## config.mk

```make
export PLATFORM = sky130hd
export DESIGN_NAME = pic_core
export DESIGN_NICKNAME = d
export VERILOG_FILES = /design/src/rtl/pic_core_pkg.sv /design/src/rtl/pic_req_capture.sv /design/src/rtl/pic_prio_resolve.sv /design/src/rtl/pic_core.sv
export SDC_FILE = /design/constraint.sdc
export NUM_CORES = 1
export LEC_CHECK = 0
export ABC_AREA = 1
export BUFFER_PORTS_ARGS = -buffer_cell sky130_fd_sc_hd__buf_4
export CAP_MARGIN = 15
export CELL_PAD_IN_SITES_DETAIL_PLACEMENT = 1
export CELL_PAD_IN_SITES_GLOBAL_PLACEMENT = 2
export CORE_MARGIN = 2
export CORE_UTILIZATION = 30
export DETAILED_ROUTE_END_ITERATION = 12
export PLACE_DENSITY_LB_ADDON = 0.15
export SLEW_MARGIN = 20
export SYNTH_ARGS = -nofsm -noshare
export SYNTH_HDL_FRONTEND = slang
export SYNTH_HIERARCHICAL = 1
export SYNTH_SLANG_ARGS = --single-unit
```

## constraint.sdc

```tcl
create_clock -name clk_i -period 3.05 [get_ports clk_i]
set_input_delay 0.1525 -clock clk_i [delete_from_list [all_inputs] [get_ports clk_i]]
set_output_delay 0.1525 -clock clk_i [all_outputs]
set_load 0.01 [all_outputs]
```

## src/rtl/pic_core_pkg.sv

```systemverilog
package pic_core_pkg;
  localparam int unsigned LINES  = 8;
  localparam int unsigned LINE_W = $clog2(LINES);

  typedef logic [LINES-1:0] line_vec_t;

  typedef enum logic [1:0] {
    ADDR_CMD  = 2'd0,
    ADDR_MASK = 2'd1,
    ADDR_TRIG = 2'd2,
    ADDR_ISR  = 2'd3
  } reg_addr_e;

  localparam int unsigned CMD_EOI_BIT   = 5;
  localparam int unsigned CMD_RESET_BIT = 4;
  localparam int unsigned CMD_MODE_BIT  = 3;
  localparam int unsigned MODE_POLL_BIT = 2;
  localparam int unsigned MODE_ROT_BIT  = 1;
  localparam int unsigned MODE_AEOI_BIT = 0;
endpackage

```

## src/rtl/pic_req_capture.sv

```systemverilog
module pic_req_capture #(
  parameter int unsigned N = 8
) (
  input  logic         clk_i,
  input  logic         rst_ni,
  input  logic         clr_i,
  input  logic [N-1:0] line_i,
  input  logic [N-1:0] trig_i,
  input  logic [N-1:0] ack_i,
  output logic [N-1:0] req_o
);
  for (genvar g = 0; g < N; g++) begin : g_line
    logic prev_q;
    logic req_q;
    always_ff @(posedge clk_i or negedge rst_ni) begin
      if (!rst_ni) begin
        prev_q <= 1'b0;
        req_q  <= 1'b0;
      end else if (clr_i) begin
        prev_q <= 1'b0;
        req_q  <= 1'b0;
      end else begin
        prev_q <= line_i[g];
        if (trig_i[g])                   req_q <= line_i[g];
        else if (line_i[g] && !prev_q)   req_q <= 1'b1;  // new edge beats ack
        else if (ack_i[g])               req_q <= 1'b0;
      end
    end
    assign req_o[g] = req_q;
  end
endmodule

```

## src/rtl/pic_prio_resolve.sv

```systemverilog
module pic_prio_resolve #(
  parameter int unsigned N = 8,
  localparam int unsigned W = $clog2(N)
) (
  input  logic [N-1:0] vec_i,
  input  logic [W-1:0] base_i,
  output logic         valid_o,
  output logic [W-1:0] line_o,
  output logic [W-1:0] rank_o
);
  // rank 0 = highest priority; line (base_i + rank) wraps modulo N
  always_comb begin
    logic [W-1:0] idx;
    valid_o = 1'b0;
    line_o  = '0;
    rank_o  = '0;
    idx     = '0;
    for (int k = N - 1; k >= 0; k--) begin
      idx = W'(base_i + W'(k));
      if (vec_i[idx]) begin
        valid_o = 1'b1;
        line_o  = idx;
        rank_o  = W'(k);
      end
    end
  end
endmodule

```

## src/rtl/pic_core.sv

```systemverilog
module pic_core
  import pic_core_pkg::*;
#(
  parameter logic [7:0]  TRIG_MASK = 8'hF8,
  parameter logic [7:0]  VEC_BASE  = 8'h20,
  parameter int unsigned CAS_LINE  = 2
) (
  input  logic       clk_i,
  input  logic       rst_ni,
  input  logic [7:0] irq_i,
  input  logic       cascade_i,
  input  logic       wr_en_i,
  input  logic       rd_en_i,
  input  logic [1:0] addr_i,
  input  logic [7:0] wdata_i,
  output logic [7:0] rdata_o,
  output logic       int_o,
  input  logic       inta_i,
  output logic [7:0] vector_o
);
  line_vec_t irr, imr_q, isr_q, isr_d, trig_q, line_in, pend, ack_vec;
  logic              aeoi_q, rot_q, poll_q;
  logic [LINE_W-1:0] base_q;
  logic              p_valid, s_valid, req_ok;
  logic [LINE_W-1:0] p_line, p_rank, s_line, s_rank;
  logic              wr_cmd, soft_rst, mode_wr, eoi_wr, poll_rd, ack;

  assign line_in  = irq_i | (line_vec_t'(cascade_i) << CAS_LINE);

  assign wr_cmd   = wr_en_i && (addr_i == ADDR_CMD);
  assign soft_rst = wr_cmd && wdata_i[CMD_RESET_BIT];
  assign mode_wr  = wr_cmd && !wdata_i[CMD_RESET_BIT] && wdata_i[CMD_MODE_BIT];
  assign eoi_wr   = wr_cmd && !wdata_i[CMD_RESET_BIT] && !wdata_i[CMD_MODE_BIT]
                    && wdata_i[CMD_EOI_BIT];

  assign pend = irr & ~imr_q;

  pic_prio_resolve #(.N(LINES)) u_pend_res (
    .vec_i(pend), .base_i(base_q), .valid_o(p_valid), .line_o(p_line), .rank_o(p_rank)
  );
  pic_prio_resolve #(.N(LINES)) u_serv_res (
    .vec_i(isr_q), .base_i(base_q), .valid_o(s_valid), .line_o(s_line), .rank_o(s_rank)
  );

  assign req_ok  = p_valid && (!s_valid || (p_rank < s_rank));
  assign poll_rd = rd_en_i && (addr_i == ADDR_CMD) && poll_q;
  assign ack     = (inta_i || poll_rd) && req_ok;
  assign ack_vec = ack ? (line_vec_t'(1) << p_line) : '0;

  pic_req_capture #(.N(LINES)) u_capture (
    .clk_i (clk_i),
    .rst_ni(rst_ni),
    .clr_i (soft_rst),
    .line_i(line_in),
    .trig_i(trig_q),
    .ack_i (ack_vec),
    .req_o (irr)
  );

  always_comb begin
    isr_d = isr_q;
    if (eoi_wr && s_valid) isr_d[s_line] = 1'b0;
    if (!aeoi_q)           isr_d = isr_d | ack_vec;
  end

  always_ff @(posedge clk_i or negedge rst_ni) begin
    if (!rst_ni) begin
      trig_q <= '0;
    end else if (wr_en_i && (addr_i == ADDR_TRIG)) begin
      trig_q <= wdata_i & TRIG_MASK;
    end
  end

  // trig_q is kept out of this block: the reset command must not touch it
  always_ff @(posedge clk_i or negedge rst_ni) begin
    if (!rst_ni) begin
      imr_q  <= '0;
      isr_q  <= '0;
      aeoi_q <= 1'b0;
      rot_q  <= 1'b0;
      poll_q <= 1'b0;
      base_q <= '0;
    end else if (soft_rst) begin
      imr_q  <= '0;
      isr_q  <= '0;
      aeoi_q <= 1'b0;
      rot_q  <= 1'b0;
      poll_q <= 1'b0;
      base_q <= '0;
    end else begin
      isr_q <= isr_d;
      if (wr_en_i && (addr_i == ADDR_MASK)) imr_q <= wdata_i;
      if (mode_wr) begin
        aeoi_q <= wdata_i[MODE_AEOI_BIT];
        rot_q  <= wdata_i[MODE_ROT_BIT];
        poll_q <= wdata_i[MODE_POLL_BIT];
      end else if (poll_rd) begin
        poll_q <= 1'b0;
      end
      if (ack && aeoi_q && rot_q) base_q <= LINE_W'(p_line + 1'b1);
    end
  end

  always_comb begin
    unique case (reg_addr_e'(addr_i))
      ADDR_CMD:  rdata_o = poll_q ? (req_ok ? (8'h80 | 8'(p_line)) : 8'h00) : irr;
      ADDR_MASK: rdata_o = imr_q;
      ADDR_TRIG: rdata_o = trig_q;
      default:   rdata_o = isr_q;
    endcase
  end

  assign int_o    = req_ok;
  assign vector_o = VEC_BASE + (req_ok ? 8'(p_line) : 8'd7);
endmodule

```

### Yosys cells after proc, flatten, opt, wreduce, memory -nomap -nowiden

Cells that the tools add are included.

* input port bits: 24
* logic and storage cells: 240
* output and inout port bits: 17
* flip-flop bits (word level): 43

* reduce and logical (&&, ||, !) cells: 50
* magnitude comparators: 11
* shift operators: 1
* equality and inequality tests: 2
* add/sub/neg operators: 9
* bitwise gates (word level): 6
* muxes and demuxes: 138

Operators by type and width (number)
* 3-bit two-way mux: 35
* 1-bit two-way mux: 77
* 8-bit two-way mux: 8
* 1-bit binary-select mux with 3-bit select: 16
* 3-bit by 4-bit < comparator with 1-bit output, second input constant: 9
* 1-bit logical AND: 24
* 8-bit one-hot mux with 3 select lines: 1
* 4-bit nonzero test: 5
* 8-bit AND: 2
* 8-bit inverter: 2
* 3-bit adder, second input constant: 4
* 3-bit nonzero test: 4
* 1-bit logical NOT: 11
* 8-bit by 3-bit OR with 8-bit output: 1
* 8-bit OR: 1
* 1-bit by 3-bit left shift with 8-bit output, first input constant: 1
* 6-bit by 3-bit adder with 7-bit output, first input constant: 1
* 3-bit by 1-bit adder with 3-bit output, second input constant: 2
* 3-bit by 2-bit adder with 3-bit output, second input constant: 2
* 2-bit nonzero test: 3
* 1-bit demux with 3-bit select: 1
* 3-bit by 1-bit greater-or-equal comparator with 1-bit output, second input constant: 1
* 3-bit < comparator: 1
* 2-bit by 1-bit equality test with 1-bit output, second input constant: 1
* other kinds (3): 4

### Longest topological paths before layout

* word-level depth: 21
* gate-level depth with buffers: 28
* depth with buffers taken out: 27

### Hierarchy

The synthesis kept the hierarchy.

By module, submodules not included
* pic_core: instances 1, sequential area each 675.6 um^2, cells an instance 273, area an instance 1870.5 um^2
* pic_prio_resolve: instances 2, sequential area each 0.0 um^2, cells an instance 140, area an instance 789.5 um^2
* pic_req_capture: instances 1, sequential area each 400.4 um^2, cells an instance 94, area an instance 798.3 um^2

### Worst setup path after synthesis

Ideal clock, no wire load.

* kind: register -> output
* from: reg base_q[0]
* to: out rdata_o[7]
* cell stages (with the launch flop): 21
* path buffers: 2
* required time: 2.897 ns
* arrival: 3.093 ns
* setup slack: -0.195 ns
* cell sequence: dfrtp_1 > buf_6 > inv_12 > ha_1 > buf_6 > inv_1 > nand3_1 > nand3_1 > nand2_1 > nor2_1 > nand2_1 > nor2_1 > inv_1 > ha_1 > a21oi_1 > nand2_1 > nand2_2 > nand2_1 > inv_1 > nand3_1 > a21oi_1

* word-level cells in the longest chain between the ends: 17
* elaborated cells on any way between the ends: 78
* classes of those cells: add/sub: 7; order compare: 1; mux: 67; reduce/logical: 3

Ends and longest elaborated chain
* start, declared: RTL line pic_core.sv:23 `logic [LINE_W-1:0] base_q;`
* start signal, assigned: RTL line pic_core.sv:100 `if (ack && aeoi_q && rot_q) base_q <= LINE_W'(p_line + 1'b1);`
* 3-bit adder: RTL line pic_prio_resolve.sv:19 `idx = W'(base_i + W'(k));`
* 1-bit binary-select mux with 3-bit select: RTL line pic_prio_resolve.sv:20 `if (vec_i[idx]) begin`
* 1-bit two-way mux (not written as such): RTL line pic_prio_resolve.sv:20
* 3-bit two-way mux (7 in a row): RTL line pic_prio_resolve.sv:20
* 3-bit two-way mux (*): RTL line pic_prio_resolve.sv:20
* via s_rank[2]: RTL line pic_core.sv:25 `logic [LINE_W-1:0] p_line, p_rank, s_line, s_rank;`
* 3-bit < comparator (*): RTL line pic_core.sv:45 `assign req_ok = p_valid && (!s_valid || (p_rank < s_rank));`
* 1-bit logical OR (*): RTL line pic_core.sv:45
* 1-bit logical AND (*): RTL line pic_core.sv:45
* via int_o: RTL line pic_core.sv:17 `output logic int_o,`
* 8-bit two-way mux (*) (2 in a row): RTL line pic_core.sv:106 `ADDR_CMD: rdata_o = poll_q ? (req_ok ? (8'h80 | 8'(p_line)) : 8'h00) : irr;`
* 8-bit one-hot mux with 3 select lines (*): RTL line pic_core.sv:105 `unique case (reg_addr_e'(addr_i))`
* end, declared: RTL line pic_core.sv:16 `output logic [7:0] rdata_o,`

The timed path passes the listed nets; every way through them passes the cells marked *. The select of a mux whose other input is x is not followed.

### Worst setup path after layout

* from: reg base_q[0]
* to: out rdata_o[7]

* word-level cells in the longest chain between the ends: 17
* elaborated cells on any way between the ends: 78
* classes of those cells: add/sub: 7; order compare: 1; mux: 67; reduce/logical: 3

Ends and longest elaborated chain (RTL line)
* 3-bit adder: pic_prio_resolve.sv:19
* 1-bit binary-select mux with 3-bit select: pic_prio_resolve.sv:20
* 1-bit two-way mux (not written as such): pic_prio_resolve.sv:20
* 3-bit two-way mux (7 in a row): pic_prio_resolve.sv:20
* 3-bit two-way mux (*): pic_prio_resolve.sv:20
* via p_rank[2]: pic_core.sv:25
* 3-bit < comparator (*): pic_core.sv:45
* 1-bit logical OR (*): pic_core.sv:45
* 1-bit logical AND (*): pic_core.sv:45
* 8-bit two-way mux (*) (2 in a row): pic_core.sv:106
* 8-bit one-hot mux with 3 select lines (*): pic_core.sv:105

Marked as above.

==> run metrics <==
Mapped Avg Cell Area 6.57 µm²; Commonest cells post-synth 144 x sky130_fd_sc_hd__nand2_1, 106 x sky130_fd_sc_hd__inv_1, 72 x sky130_fd_sc_hd__nor2_1; proportion of synthesized flip-flops having asynchronous set or reset 100%; pin count of the biggest net entering global routing 44; library cell used as clock root buffer sky130_fd_sc_hd__clkbuf_16; number of top-level pins 41; Distinct cells, synth 34; Critical R2R Launch base_q[0]$_DFFE_PN0P_; growth of design area from synthesis to finish 45.7%; slowest stage cell, crit path sky130_fd_sc_hd__dfrtp_1; clock input transition at the sequential cells of the worst setup and hold paths 0.06 ns; run status finished with violations; HPWL after DPL 12200 µm; sequential share of the synthesized area 25.3%; most common cell in the netlist sky130_fd_sc_hd__nand2_1; crit path capture rdata_o[7]; failing checks setup timing; arrival time of data at the critical path endpoint 3.04 ns; Startpoint Class flop; maximum fanout count along the critical path 5; library cell occupying the most area in the post-synthesis netlist sky130_fd_sc_hd__dfrtp_1; transition at the pin with the smallest max-transition slack 0.638 ns; total number of clock tree sinks 43; Global Route Usage Sum 21.4%; final wirelength 15700 µm; reg2reg setup slack -0.09 ns; critical path launch point base_q[0]$_DFFE_PN0P_; Core Box Area 13900 µm²; number of enable-type register cells in the synthesized netlist 0; share of the synthesized area in the top cell type 25.3%; critical path's largest stage delay 0.39 ns; worst setup path class flop to output pin; achievable clock frequency 314 MHz; first-pass iteration count of the detailed router 4; final-report setup violation count 21; buffers added on ports 35; worst path cell trace buf_12 > inv_12 > ha_4 > inv_6 > nand3_2 > nand3_2 > nand2_2 > nor2_2 > inv_2 > nor3_4 > nor2_4 > ha_4 > a21oi_2 > nand2_2 > nand2_4 > nand2_4 > inv_4 > nand3_2 > a21oi_2 > buf_4; number of inserted filler cells in the final layout 1724; vias in the first global route 4846; remaining max-slew budget at the tightest pin 57.2%; # nets final 805; Layout Utilization 44.6%; crit share post-route 105%; hold_ws 0.0966 ns; routability-driven placement congestion ratio 0.855; origin of the worst min-delay path irq_i[1]; Top cell by count, worst path sky130_fd_sc_hd__nand3_2; kind of end point of the critical path output pin; post-route ant nets 0; post-layout instance count excluding filler cells 950; cell row count 43; Critical R2R Capture u_capture/g_line[7].req_q$_DFFE_PN0P_; Die W 123 µm; path depth of the worst reg2reg path 25; wire length of the first global-routing pass 25100 µm; initial antenna violation count 0; count of antenna diodes in the layout 0; total number of H-tree levels 2; detail-routed net length per standard cell 16.5 µm; overflow left after global routing 0; violation count after the first detailed-route iteration 145; largest cells by area after synthesis sky130_fd_sc_hd__dfrtp_1 25%, sky130_fd_sc_hd__nand2_1 13%, sky130_fd_sc_hd__inv_1 9.4%, sky130_fd_sc_hd__nand3_1 7.0%, sky130_fd_sc_hd__nand3_2 6.4%; Total Die Area 15100 µm²; number of placed instances with taps included 914; count of warnings emitted by yosys 6; CTS buffer count 5; unrepaired setup endpoints after global routing yes; number of slew-limit violations in the final report 0; Final Hold Violating Endpoints 0; cell count after synthesis 647; WP data required 2.90 ns; MaxCap Viol Count 0; post-route DRC violation count 0; Seq cells post-synth 43; Post-Route Skew 0.00372 ns; time the worst path needs with I/O delays and setup 3.19 ns; clock tree from TritonCTS done; vertical die dimension 123 µm; number of vias per cell 4.80; maximum root-to-sink buffer count 2; initial cell density of the core 30.6%; Synth Flop Type sky130_fd_sc_hd__dfrtp_1; worst-case setup margin in the final layout -0.138 ns; clk_lat worst skew 0.29 ns; Via Count 4563; Min-Delay Path Class input pin to flop; share of post-route cells with drive strength above 1 43.4%; netlist area before placement 4250 µm²
==> logic make-up after synthesis <==
family | count (synthesis) | share of synthesized area, %
simple gates | 369 | 43.0
buf+inv | 148 | 16.6
other cells | 2 | 0.177
flops | 43 | 25.3
compound gates | 69 | 10.2
fa+ha+maj | 12 | 3.53
xor+xnor | 4 | 1.18
==> worst max-delay path: cells and delay by family, from the launching register on <==
family                     cells  cell delay [ns]
buffers and inverters          6             0.57
adders and majority gates      2             0.53
and+or+nand+nor               10             0.99
DFF                            1             0.39
AOI/OAI and AO/OA              2             0.26
==> cell usage in the layout (no fill, tap or decap), types with 2 or more instances in the layout <==
master	count
sky130_fd_sc_hd__buf_6	19
sky130_fd_sc_hd__o22ai_1	7
sky130_fd_sc_hd__xor2_2	2
sky130_fd_sc_hd__nand2_4	9
sky130_fd_sc_hd__nand3_2	40
sky130_fd_sc_hd__nor3_1	8
sky130_fd_sc_hd__nand4_1	16
sky130_fd_sc_hd__nor2_1	59
sky130_fd_sc_hd__nand2_2	46
sky130_fd_sc_hd__dfrtp_1	42
sky130_fd_sc_hd__nand3_4	14
sky130_fd_sc_hd__buf_4	108
sky130_fd_sc_hd__ha_4	10
sky130_fd_sc_hd__nand3_1	32
sky130_fd_sc_hd__o21ai_1	3
sky130_fd_sc_hd__nor2_2	13
sky130_fd_sc_hd__a21oi_2	8
sky130_fd_sc_hd__clkbuf_16	5
sky130_fd_sc_hd__conb_1	11
sky130_fd_sc_hd__nand2_1	116
sky130_fd_sc_hd__inv_1	92
sky130_fd_sc_hd__o2111ai_1	3
sky130_fd_sc_hd__ha_1	2
sky130_fd_sc_hd__nor2_4	11
sky130_fd_sc_hd__buf_12	4
sky130_fd_sc_hd__nor3_2	2
sky130_fd_sc_hd__a21boi_2	2
sky130_fd_sc_hd__a21oi_1	13
sky130_fd_sc_hd__a21boi_0	6
sky130_fd_sc_hd__o21ai_4	2
sky130_fd_sc_hd__inv_12	2
sky130_fd_sc_hd__xnor2_2	2
sky130_fd_sc_hd__o21ai_0	19
sky130_fd_sc_hd__inv_4	6
sky130_fd_sc_hd__a221oi_1	5
sky130_fd_sc_hd__inv_2	19
sky130_fd_sc_hd__inv_6	3
==> what timing repair did <==
action | 4_1_cts | 5_1_grt
pin swaps | 35 | 48
buffers inserted | 16 | 13
endpoints found under the setup margin | 27 | 27
endpoints found under the hold margin | 43 | 0
gates resized for setup | 95 | 70
gates cloned | 0 | 0
hold buffers | 1 | 0
==> sequential cells by signal (all words and copies together) (netlist names) <==
register / cells
aeoi_q: 1
base_q: 3
imr_q: 8
isr_q: 8
poll_q: 1
rot_q: 1
trig_q: 5
u_capture/g_line.prev_q: 8
u_capture/g_line.req_q: 8
==> worst min-delay path by stage <==
stage	end	cells after the start
after CTS	u_capture/g_line[1].prev_q$_DFF_PN0_	3
final	u_capture/g_line[1].prev_q$_DFF_PN0_	3
after floorplan	aeoi_q$_DFFE_PN0P_	0
after global routing	poll_q$_DFFE_PN0P_	3
after global placement	u_capture/g_line[7].prev_q$_DFF_PN0_	1
after detailed placement	u_capture/g_line[7].prev_q$_DFF_PN0_	1
==> layout make-up <==
cell class,count,area (µm²),share of cell area [%]
inverter,122,513,8.29
clock buffer,7,143,2.31
timing repair buffer,132,1110,18.0
sequential,43,1080,17.4
tap,180,225,3.64
clock inverter,1,8.76,0.142
multi-input combinational,465,3110,50.2
==> metal layers <==
layer | GRT usage [%] | up-vias | wire [µm]
li1 | - | 2273 | -
met1 | 26.8 | 2224 | 6850
met2 | 40.1 | 55 | 8380
met3 | 1.75 | 11 | 278
met4 | 3.98 | 0 | 159
met5 | 0 | - | 0
==> metrics by stage <==
stage	setup slack [ns]	setup TNS, ns	cell area, µm²
3_5_place_dp	-0.208	-4.02	5130
4_1_cts	-0.108	-0.573	5830
3_3_place_gp	-0.141	-2.15	5130
6_report	-0.138	-1.19	6190
5_1_grt	-0.320	-5.46	6190
2_1_floorplan	0.0198	0	4290
Power is left out: the tool's default activity adds up to more than one toggle a clock period on the data nets, which glitch-free logic cannot reach.
